[config.mk]
export PLATFORM = sky130hd
export DESIGN_NAME = uart_frame_tx
export DESIGN_NICKNAME = d
export VERILOG_FILES = /design/src/rtl/uart_tx_pkg.sv /design/src/rtl/uart_tx_tick.sv /design/src/rtl/uart_tx_hold.sv /design/src/rtl/uart_tx_shift.sv /design/src/rtl/uart_frame_tx.sv
export SDC_FILE = /design/constraint.sdc
export NUM_CORES = 1
export LEC_CHECK = 0
export ABC_CLOCK_PERIOD_IN_PS = 2320
export BUFFER_PORTS_ARGS = -buffer_cell sky130_fd_sc_hd__buf_4
export CAP_MARGIN = 25
export CORE_MARGIN = 3
export CORE_UTILIZATION = 59
export DETAILED_ROUTE_END_ITERATION = 12
export PLACE_DENSITY = 0.87
export SYNTH_ARGS = -nofsm -noshare
export SYNTH_HDL_FRONTEND = slang
export SYNTH_SLANG_ARGS = --single-unit
export TNS_END_PERCENT = 50
[constraint.sdc]
create_clock -name clk -period 2.32 [get_ports clk]
set_input_delay 0.348 -clock clk [delete_from_list [all_inputs] [get_ports clk]]
set_output_delay 0.348 -clock clk [all_outputs]
set_load 0.1 [all_outputs]
[src/rtl/uart_tx_pkg.sv]
package uart_tx_pkg;

  localparam int DATA_MAX = 8;
  localparam int FRAME_W  = DATA_MAX + 3;

  typedef struct packed {
    logic [1:0] len;
    logic       par_en;
    logic       par_odd;
  } tx_cfg_t;

  function automatic int data_bits(input logic [1:0] len);
    return 5 + int'(len);
  endfunction

  function automatic logic par_bit(input logic [DATA_MAX-1:0] d,
                                   input logic [1:0] len,
                                   input logic odd);
    logic p;
    p = odd;
    for (int i = 0; i < DATA_MAX; i++)
      if (i < data_bits(len)) p = p ^ d[i];
    return p;
  endfunction

  function automatic logic [3:0] frame_len(input tx_cfg_t c);
    return 4'(data_bits(c.len) + 2 + int'(c.par_en));
  endfunction

  function automatic logic [FRAME_W-1:0] build_frame(input logic [DATA_MAX-1:0] d,
                                                     input tx_cfg_t c);
    logic [FRAME_W-1:0] f;
    int nd;
    nd   = data_bits(c.len);
    f    = '1;
    f[0] = 1'b0;
    for (int i = 0; i < DATA_MAX; i++)
      if (i < nd) f[i+1] = d[i];
    if (c.par_en) f[nd+1] = par_bit(d, c.len, c.par_odd);
    return f;
  endfunction

endpackage

[src/rtl/uart_tx_tick.sv]
module uart_tx_tick #(
  parameter int DIV = 4,
  parameter int OVS = 16
) (
  input  logic clk,
  input  logic rst_n,
  input  logic run,
  input  logic restart,
  output logic tick,
  output logic bit_end
);
  localparam int DW = (DIV > 1) ? $clog2(DIV) : 1;
  localparam int TW = $clog2(OVS);
  localparam logic [DW-1:0] CMAX = DW'(DIV - 1);
  localparam logic [TW-1:0] TMAX = TW'(OVS - 1);

  logic [DW-1:0] cnt;
  logic [TW-1:0] tcnt;

  assign tick    = run && (cnt == CMAX);
  assign bit_end = tick && (tcnt == TMAX);

  always_ff @(posedge clk) begin
    if (!rst_n) begin
      cnt  <= '0;
      tcnt <= '0;
    end else if (restart) begin
      cnt  <= '0;
      tcnt <= '0;
    end else if (run) begin
      cnt <= (cnt == CMAX) ? '0 : cnt + 1'b1;
      if (tick) tcnt <= (tcnt == TMAX) ? '0 : tcnt + 1'b1;
    end
  end

  AST_SUBTICK_HOLD: assert property (@(posedge clk) disable iff (!rst_n)
    (!tick && !restart) |=> $stable(tcnt));

endmodule

[src/rtl/uart_tx_hold.sv]
module uart_tx_hold #(
  parameter int DW = 8
) (
  input  logic          clk,
  input  logic          rst_n,
  input  logic          wr_en,
  input  logic [DW-1:0] wr_data,
  input  logic          take,
  output logic          full,
  output logic [DW-1:0] data
);
  logic accept;
  assign accept = wr_en && !full;

  always_ff @(posedge clk) begin
    if (!rst_n) begin
      full <= 1'b0;
      data <= '0;
    end else if (accept) begin
      full <= 1'b1;
      data <= wr_data;
    end else if (take) begin
      full <= 1'b0;
    end
  end

  AST_FULL_IGNORE: assert property (@(posedge clk) disable iff (!rst_n)
    (full && wr_en && !take) |=> $stable(data));

endmodule

[src/rtl/uart_tx_shift.sv]
module uart_tx_shift
  import uart_tx_pkg::*;
(
  input  logic                clk,
  input  logic                rst_n,
  input  logic                load,
  input  logic                bit_end,
  input  tx_cfg_t             cfg,
  input  logic [DATA_MAX-1:0] data_in,
  output logic                busy,
  output logic                frame_end,
  output logic                txd
);
  logic [FRAME_W-1:0] sreg;
  logic [3:0]         left;

  assign frame_end = busy && bit_end && (left == 4'd1);
  assign txd       = sreg[0];

  always_ff @(posedge clk) begin
    if (!rst_n) begin
      sreg <= '1;
      left <= '0;
      busy <= 1'b0;
    end else if (load) begin
      sreg <= build_frame(data_in, cfg);
      left <= frame_len(cfg);
      busy <= 1'b1;
    end else if (frame_end) begin
      sreg <= '1;
      left <= '0;
      busy <= 1'b0;
    end else if (busy && bit_end) begin
      sreg <= {1'b1, sreg[FRAME_W-1:1]};
      left <= left - 4'd1;
    end
  end

  AST_IDLE_MARK: assert property (@(posedge clk) disable iff (!rst_n)
    !busy |-> txd);
  AST_START_SPACE: assert property (@(posedge clk) disable iff (!rst_n)
    load |=> !txd);
  AST_FRAME_FROZEN: assert property (@(posedge clk) disable iff (!rst_n)
    (busy && !bit_end && !load) |=> $stable(sreg));

endmodule

[src/rtl/uart_frame_tx.sv]
module uart_frame_tx
  import uart_tx_pkg::*;
#(
  parameter int DIV = 4
) (
  input  logic       clk,
  input  logic       rst_n,
  input  logic       wr_en,
  input  logic [7:0] wr_data,
  input  logic [1:0] len_sel,
  input  logic       par_en,
  input  logic       par_odd,
  output logic       hold_empty,
  output logic       busy,
  output logic       txd
);
  localparam int OVS = 16;

  logic                hold_full;
  logic [DATA_MAX-1:0] hold_data;
  logic                load;
  logic                tick;
  logic                bit_end;
  logic                frame_end;
  tx_cfg_t             cfg;

  assign cfg        = '{len: len_sel, par_en: par_en, par_odd: par_odd};
  assign load       = hold_full && (!busy || frame_end);
  assign hold_empty = !hold_full;

  uart_tx_hold #(.DW(DATA_MAX)) u_hold (
    .clk(clk), .rst_n(rst_n), .wr_en(wr_en), .wr_data(wr_data),
    .take(load), .full(hold_full), .data(hold_data)
  );

  uart_tx_tick #(.DIV(DIV), .OVS(OVS)) u_tick (
    .clk(clk), .rst_n(rst_n), .run(busy), .restart(load),
    .tick(tick), .bit_end(bit_end)
  );

  uart_tx_shift u_shift (
    .clk(clk), .rst_n(rst_n), .load(load), .bit_end(bit_end),
    .cfg(cfg), .data_in(hold_data), .busy(busy),
    .frame_end(frame_end), .txd(txd)
  );

  AST_BACK_TO_BACK: assert property (@(posedge clk) disable iff (!rst_n)
    (frame_end && hold_full) |=> (busy && !txd));
  AST_TICK_ONLY_BUSY: assert property (@(posedge clk) disable iff (!rst_n)
    tick |-> busy);

endmodule

==> results of run 1 <==
==> where the power goes <==
group          switching, mW  total (mW)  internal [mW]  leakage (nW)
combinational          0.199       0.349          0.150         0.606
sequential            0.0357       0.603          0.567         0.254
clock                  0.196       0.450          0.255        0.0482
==> cells in the final DEF, fill, tap and decap left out, drive strengths merged, types with 2 or more instances in the layout <==
master   Yosys  routed
nor3         5       5
a221o        5       5
a211oi       3       3
nor2        29      29
inv         13      13
o21ai        9       9
mux2i       10      10
nand2       16      16
o211ai       4       4
clkinv       1       2
nand4        5       5
dfxtp       31      31
a32o         2       2
nand2b       2       2
xnor2        8       8
and2         2       2
a21oi       12      12
nor2b        4       4
o2111ai      2       2
ha          16      16
a22oi        2       2
nand3        7       7
buf          4      23
clkbuf       7       6
xor2         2       2
==> path summary, 6_finish.rpt <==
path / cells after the start / to / slack [ns] / from
setup / recovery: 6 / u_shift.sreg[10]$_SDFFE_PN1P_ / 0.21 / u_tick.cnt[0]$_SDFFE_PP0P_
hold / removal: 3 / u_hold.full$_SDFFE_PN0P_ / 0.21 / wr_en
setup reg to reg: 6 / u_shift.sreg[10]$_SDFFE_PN1P_ / 0.21 / u_tick.cnt[0]$_SDFFE_PP0P_
hold reg to reg: 2 / u_shift.sreg[5]$_SDFFE_PN1P_ / 0.49 / u_shift.sreg[5]$_SDFFE_PN1P_
==> per-stage QoR <==
stage	instances	cell area [um^2]	total power, mW
6_report	284	2200	1.40
5_1_grt	284	2200	1.47
4_1_cts	284	2200	1.40
3_5_place_dp	276	2110	0.959
3_3_place_gp	276	2110	0.950
2_1_floorplan	220	1950	0.874
==> worst max-delay path, delay by kind of cell, from the launching register on <==
family	cells	cell delay, ns
simple gates	4	1.19
flops	1	0.34
fa+ha+maj	1	0.25
compound gates	1	0.23
==> cell families after synthesis <==
group | count (synthesis) | synth area share (%)
AND/OR/NAND/NOR | 77 | 19.7
flip-flops | 31 | 31.9
multiplexers | 11 | 5.72
AO/OA/AOI/OAI | 48 | 19.2
XOR/XNOR | 12 | 7.32
buffers and inverters | 25 | 5.97
adder cells (fa/ha/maj) | 16 | 10.3
==> state kept, by name, summed over array words and instances (netlist names) <==
| name | count |
|---|---|
| u_hold.full | 1 |
| u_tick.tcnt | 4 |
| u_tick.cnt | 2 |
| u_hold.data | 8 |
| u_shift.busy | 1 |
| u_shift.left | 4 |
| u_shift.sreg | 11 |
==> layer usage <==
layer	vias to the layer above	routed length (um)	track usage, %
met5	-	0	0
met4	0	61	7.28
met3	6	269	5.70
met2	59	1920	35.1
met1	762	1950	30.6
li1	824	-	-
==> cell type report <==
type                            instances  share of cell area, %
Tap cell                               44                   2.50
Timing Repair Buffer                   23                   7.85
Inverter                               14                   2.39
Clock buffer                            6                   2.33
Clock inverter                          2                   1.59
Multi-Input combinational cell        164                   55.1
Sequential cell                        31                   28.2
==> impl_metrics.json, run 1 <==
{
  "cts-root-buf": "clkbuf_4",
  "timing.critical_path.arrival_ns": 2.35,
  "initial_utilization_pct": 62.8,
  "cts-buffers-inserted": 5,
  "multiInputGateArea_mm2": 0.00121,
  "syn_inst": 220,
  "die_area_mm2": 0.00403,
  "seqCellArea_um2": 621,
  "ys_seq_area_share_pct": 31.9,
  "cts_setup_buffers": 0,
  "vias_per_cell": 5.81,
  "path_class": "register to register",
  "max_freq_mhz": 473,
  "dp_hpwl_um": 3130,
  "cp_slowest_stage_delay_ns": 0.46,
  "syn_nets": 251,
  "core_mm2": 0.00310,
  "cts_tree": "done",
  "rsz0062_at_grt": "false",
  "drv_slew": 0,
  "grt_pass1_wl_um": 7240,
  "period_needed_ns": 2.11,
  "hold_path.class": "input port to register",
  "drtIter0Drc": 106,
  "yosysUniqueCellTypes": 49,
  "end_kind": "register",
  "post-place-ws_ns": -0.00280,
  "die_w_um": 63.5,
  "ir_drop_v": 0.000349,
  "port_buffers": 17,
  "power_density_mw_per_mm2": 638,
  "vias": 1651,
  "h-tree-depth": 2,
  "grt_overflow_total": 0,
  "post-route-drc-count": 0,
  "setup_ws_ns": 0.205,
  "p_leak_nw": 0.908,
  "fin_crit_sh_pct": 91.2,
  "antenna_found_initial": 0,
  "start_kind": "register",
  "fillers": 253,
  "grt_pass1_vias": 1536,
  "synth_area_leaders": "dfxtp_1 (32%), ha_1 (10%), nor2_1 (5.4%), mux2i_1 (5.1%), xnor2_1 (3.1%)",
  "synth_top_cell_by_area": "dfxtp_1",
  "synth_top_area_share_pct": 31.9,
  "cts.sinks": 31,
  "drt_pre_antenna_iters": 4,
  "setup_tns_ns": 0,
  "whs_ns": 0.212,
  "postRouteAntennaNets": 0,
  "utilization_pct": 70.8,
  "synth_warnings": 0,
  "path_clk_slew_ns": 0.10,
  "clock_path_buffers": 2,
  "wl_um": 4200,
  "synth-main-ff-cell": "dfxtp_1",
  "antenna_cells": 0,
  "gp_congestion": 0.895,
  "synth_seq_cells": 31,
  "clk_latency_ns": 0.34,
  "synth.most_common_cell": "dfxtp_1",
  "io_pins": 18,
  "finalSetupViolCount": 0,
  "worst_clock_skew_ns": 0.0124,
  "track_usage_pct": 22.6,
  "slew-limit-headroom_pct": 60.9,
  "die_h_um": 63.5,
  "final_nets": 270,
  "drive_above_1_share_pct": 16.7,
  "cp_max_fo": 12,
  "status": "finished, final reports clean",
  "syn_area_mm2": 0.00195,
  "critPathSlowestCell": "nor2_2",
  "critPathRequiredTime_ns": 2.55,
  "async_reset_ff_share_pct": 0,
  "synth_common_cells": "dfxtp_1 (31), nor2_1 (28), ha_1 (16), nand2_1 (16), inv_1 (13)",
  "ctsResizeCount": 0,
  "wl_per_cell_um": 14.8,
  "cap_violations": 0,
  "crit_chain": "ha_1 -> and4_1 -> and2_1 -> nor2_2 -> nand2_1 -> o22a_1",
  "max_slew.worst_pin.slew_ns": 0.586,
  "cts_hold_buffers": 0,
  "hold_viol": 0,
  "rows": 20,
  "grt_max_degree": 20,
  "syn_to_final_growth_pct": 12.8,
  "synth-edff-count": 0,
  "syn_area_per_cell_um2": 8.86
}
Power figures use the tool's default switching activity.
==> run 2, diff against run 1 <==
--- a/config.mk
+++ b/config.mk
@@ -5,6 +5,7 @@
 export SDC_FILE = /design/constraint.sdc
 export NUM_CORES = 1
 export LEC_CHECK = 0
+export ABC_AREA = 1
 export ABC_CLOCK_PERIOD_IN_PS = 2320
 export BUFFER_PORTS_ARGS = -buffer_cell sky130_fd_sc_hd__buf_4
 export CAP_MARGIN = 25
==> impl_metrics.json, run 2 <==
{
  "port_buffers": 17,
  "die_area_mm2": 0.00400,
  "antenna_cells": 0,
  "fin_crit_sh_pct": 79.6,
  "vias_per_cell": 5.16,
  "swShare_pct": 34.6,
  "synth_area_leaders": "dfxtp_1 (32%), nand2_1 (12%), ha_1 (10%), inv_1 (7.8%), nor2_1 (7.4%)",
  "async_reset_ff_share_pct": 0,
  "clk_latency_ns": 0.33,
  "synthMuxAreaShare_pct": 0,
  "cp_max_fo": 8,
  "period_needed_ns": 1.85,
  "multiInputGateArea_mm2": 0.00111,
  "end_kind": "register",
  "final_nets": 334,
  "p_clk_share_pct": 25.2,
  "syn_inst": 287,
  "layout.cells.most_common": "nand2_1",
  "path_clk_slew_ns": 0.09,
  "synthXorXnorAreaFrac_pct": 2.71,
  "cp_slowest_stage_delay_ns": 0.23,
  "wl_met2_um": 1870,
  "max_slew.worst_pin.slew_ns": 0.494,
  "synthSimpleGateAreaFrac_pct": 29.2,
  "seqCellArea_um2": 621,
  "drv_slew": 0,
  "synth-edff-count": 0,
  "vias": 1792,
  "power.switching_mw": 0.444,
  "fillers": 285,
  "ctsResizeCount": 0,
  "largest_registers": "u_shift.sreg: 11 flops, u_hold.data: 8 flops",
  "dp_hpwl_um": 3010,
  "finalSetupViolCount": 0,
  "io_pins": 18,
  "yosysUniqueCellTypes": 29,
  "rsz0062_at_grt": "false",
  "largest_reg_flops": 11,
  "core_mm2": 0.00310,
  "whs_ns": 0.242,
  "start_kind": "input port",
  "grt_pass1_wl_um": 7310,
  "cap_violations": 0,
  "regMostFlops": "u_shift.sreg",
  "grt_max_degree": 27,
  "cts_hold_buffers": 0,
  "die_h_um": 63.3,
  "met1_length_um": 1750,
  "syn_nets": 318,
  "synth-main-ff-cell": "dfxtp_1",
  "cts.sinks": 31,
  "met3_length_um": 297,
  "synth_top_area_share_pct": 32.1,
  "ys_seq_area_share_pct": 32.1,
  "syn_to_final_growth_pct": 9.95,
  "layout_common_cells": "nand2_1 (63), inv_1 (40), nor2_1 (38)",
  "initial_utilization_pct": 62.4,
  "cts_tree": "done",
  "hold_path.class": "input port to register",
  "cts_setup_buffers": 0,
  "max_freq_mhz": 542,
  "crit_chain": "buf_4 -> inv_1 -> ha_1 -> inv_1 -> ha_1 -> inv_1 -> nand2_1 -> nand2_1 -> nand2_1 -> nand3_1 -> nand2_1 -> nand2_1 -> nand2_1 -> nand3_1 -> nand2_1 -> nand2_1 -> nand2_1",
  "hold_viol": 0,
  "track_usage_pct": 22.6,
  "drtIter0Drc": 91,
  "synth_compound_area_share_pct": 15.1,
  "worst_clock_skew_ns": 0.0117,
  "rows": 20,
  "path_common_cell": "nand2_1",
  "cts-buffers-inserted": 5,
  "critPathRequiredTime_ns": 2.55,
  "h-tree-depth": 2,
  "cts-root-buf": "clkbuf_4",
  "post-route-drc-count": 0,
  "synthAdderAreaFrac_pct": 10.3,
  "status": "finished, final reports clean",
  "path_class": "input port to register",
  "internal_power_mw": 0.840,
  "grt_overflow_total": 0,
  "grt_pass1_vias": 1782,
  "setup_tns_ns": 0,
  "synth_top_family_by_area": "simple AND/OR/NAND/NOR gates",
  "pwr-share-comb_pct": 27.3,
  "seq_power_share_pct": 47.5,
  "drt_pre_antenna_iters": 4,
  "drive_above_1_share_pct": 12.9,
  "antenna_found_initial": 0,
  "synth_warnings": 0,
  "die_w_um": 63.3,
  "synth_seq_cells": 31,
  "ir_drop_v": 0.000459,
  "synth_top_cell_by_area": "dfxtp_1",
  "syn_area_mm2": 0.00194,
  "wl_per_cell_um": 11.4,
  "wl_um": 3970,
  "synth_common_cells": "nand2_1 (63), inv_1 (40), nor2_1 (38)",
  "postRouteAntennaNets": 0,
  "slew-limit-headroom_pct": 67.1,
  "topRoutingLayerUsed": "met4",
  "power_density_mw_per_mm2": 604,
  "clock_path_buffers": 2,
  "p_leak_nw": 1.03,
  "syn_area_per_cell_um2": 6.74,
  "timing.critical_path.arrival_ns": 2.07,
  "critPathSlowestCell": "ha_1",
  "synth.most_common_cell": "nand2_1",
  "gp_congestion": 0.973
}
==> run 2: cell types whose count changed in the layout (fill, tap and decap cells not counted), moves of 6 or more <==
cell,previous run,this run
nor2_1,28,38
a21oi_1,12,27
nand3_1,7,15
inv_1,13,40
buf_4,23,17
nand2_1,16,63
mux2i_1,10,0
==> run 2: final timing paths <==
kind,from,end,slack (ns),depth (start not counted)
setup / recovery,len_sel[0],u_shift.sreg[0]$_SDFFE_PN1P_,0.47,17
hold / removal,wr_data[5],u_hold.data[5]$_SDFFE_PN0P_,0.24,3
setup reg to reg,u_tick.tcnt[0]$_SDFFE_PP0P_,u_shift.sreg[8]$_SDFFE_PN1P_,0.53,12
hold reg to reg,u_tick.cnt[1]$_SDFFE_PP0P_,u_tick.cnt[1]$_SDFFE_PP0P_,0.48,2
==> run 2: cells by family (layout without fill, tap and decap cells) <==
group / count (synthesis) / count (layout)
AND/OR/NAND/NOR: 132 / 132
AO/OA/AOI/OAI: 52 / 52
buffers and inverters: 50 / 66
flip-flops: 31 / 31
adder cells (fa/ha/maj): 16 / 16
XOR/XNOR: 6 / 6
==> run 2: power groups by stage <==
stage               clock [mW]  combinational, mW  sequential, mW
finish                   0.324              0.351           0.610
global route             0.357              0.403           0.617
CTS                      0.333              0.350           0.610
detailed placement           0              0.348           0.622
global placement             0              0.341           0.621
floorplan                    0              0.255           0.638
==> run 2: critical path, delay by kind of cell <==
kind	cells	cell delay, ns
simple gates	11	0.87
fa+ha+maj	2	0.43
buf+inv	4	0.43
==> run 2: through the flow <==
stage	cell area [um^2]	cells	total power, mW	worst slack [ns]	util (%)
2_1_floorplan	1940	287	0.893	0.152	-
3_3_place_gp	2070	340	0.961	0.268	66.8
3_5_place_dp	2070	340	0.970	0.182	66.8
4_1_cts	2130	347	1.29	0.492	68.6
5_1_grt	2130	347	1.38	0.216	68.6
6_report	2130	347	1.28	0.473	68.6
==> run 2: area by class of cell <==
cell class | count | share of cell area, %
clock buffers | 6 | 2.41
clock inverters | 1 | 0.235
inverters | 42 | 7.47
multi-input cells | 206 | 52.1
flip-flops and latches | 31 | 29.2
well taps | 44 | 2.59
repair buffers | 17 | 6.00
==> run 2: routing by layer <==
layer	GRT usage, %	up-vias
met2	37.9	55
met5	0	-
li1	-	938
met3	6.24	10
met4	9.70	0
met1	26.8	789
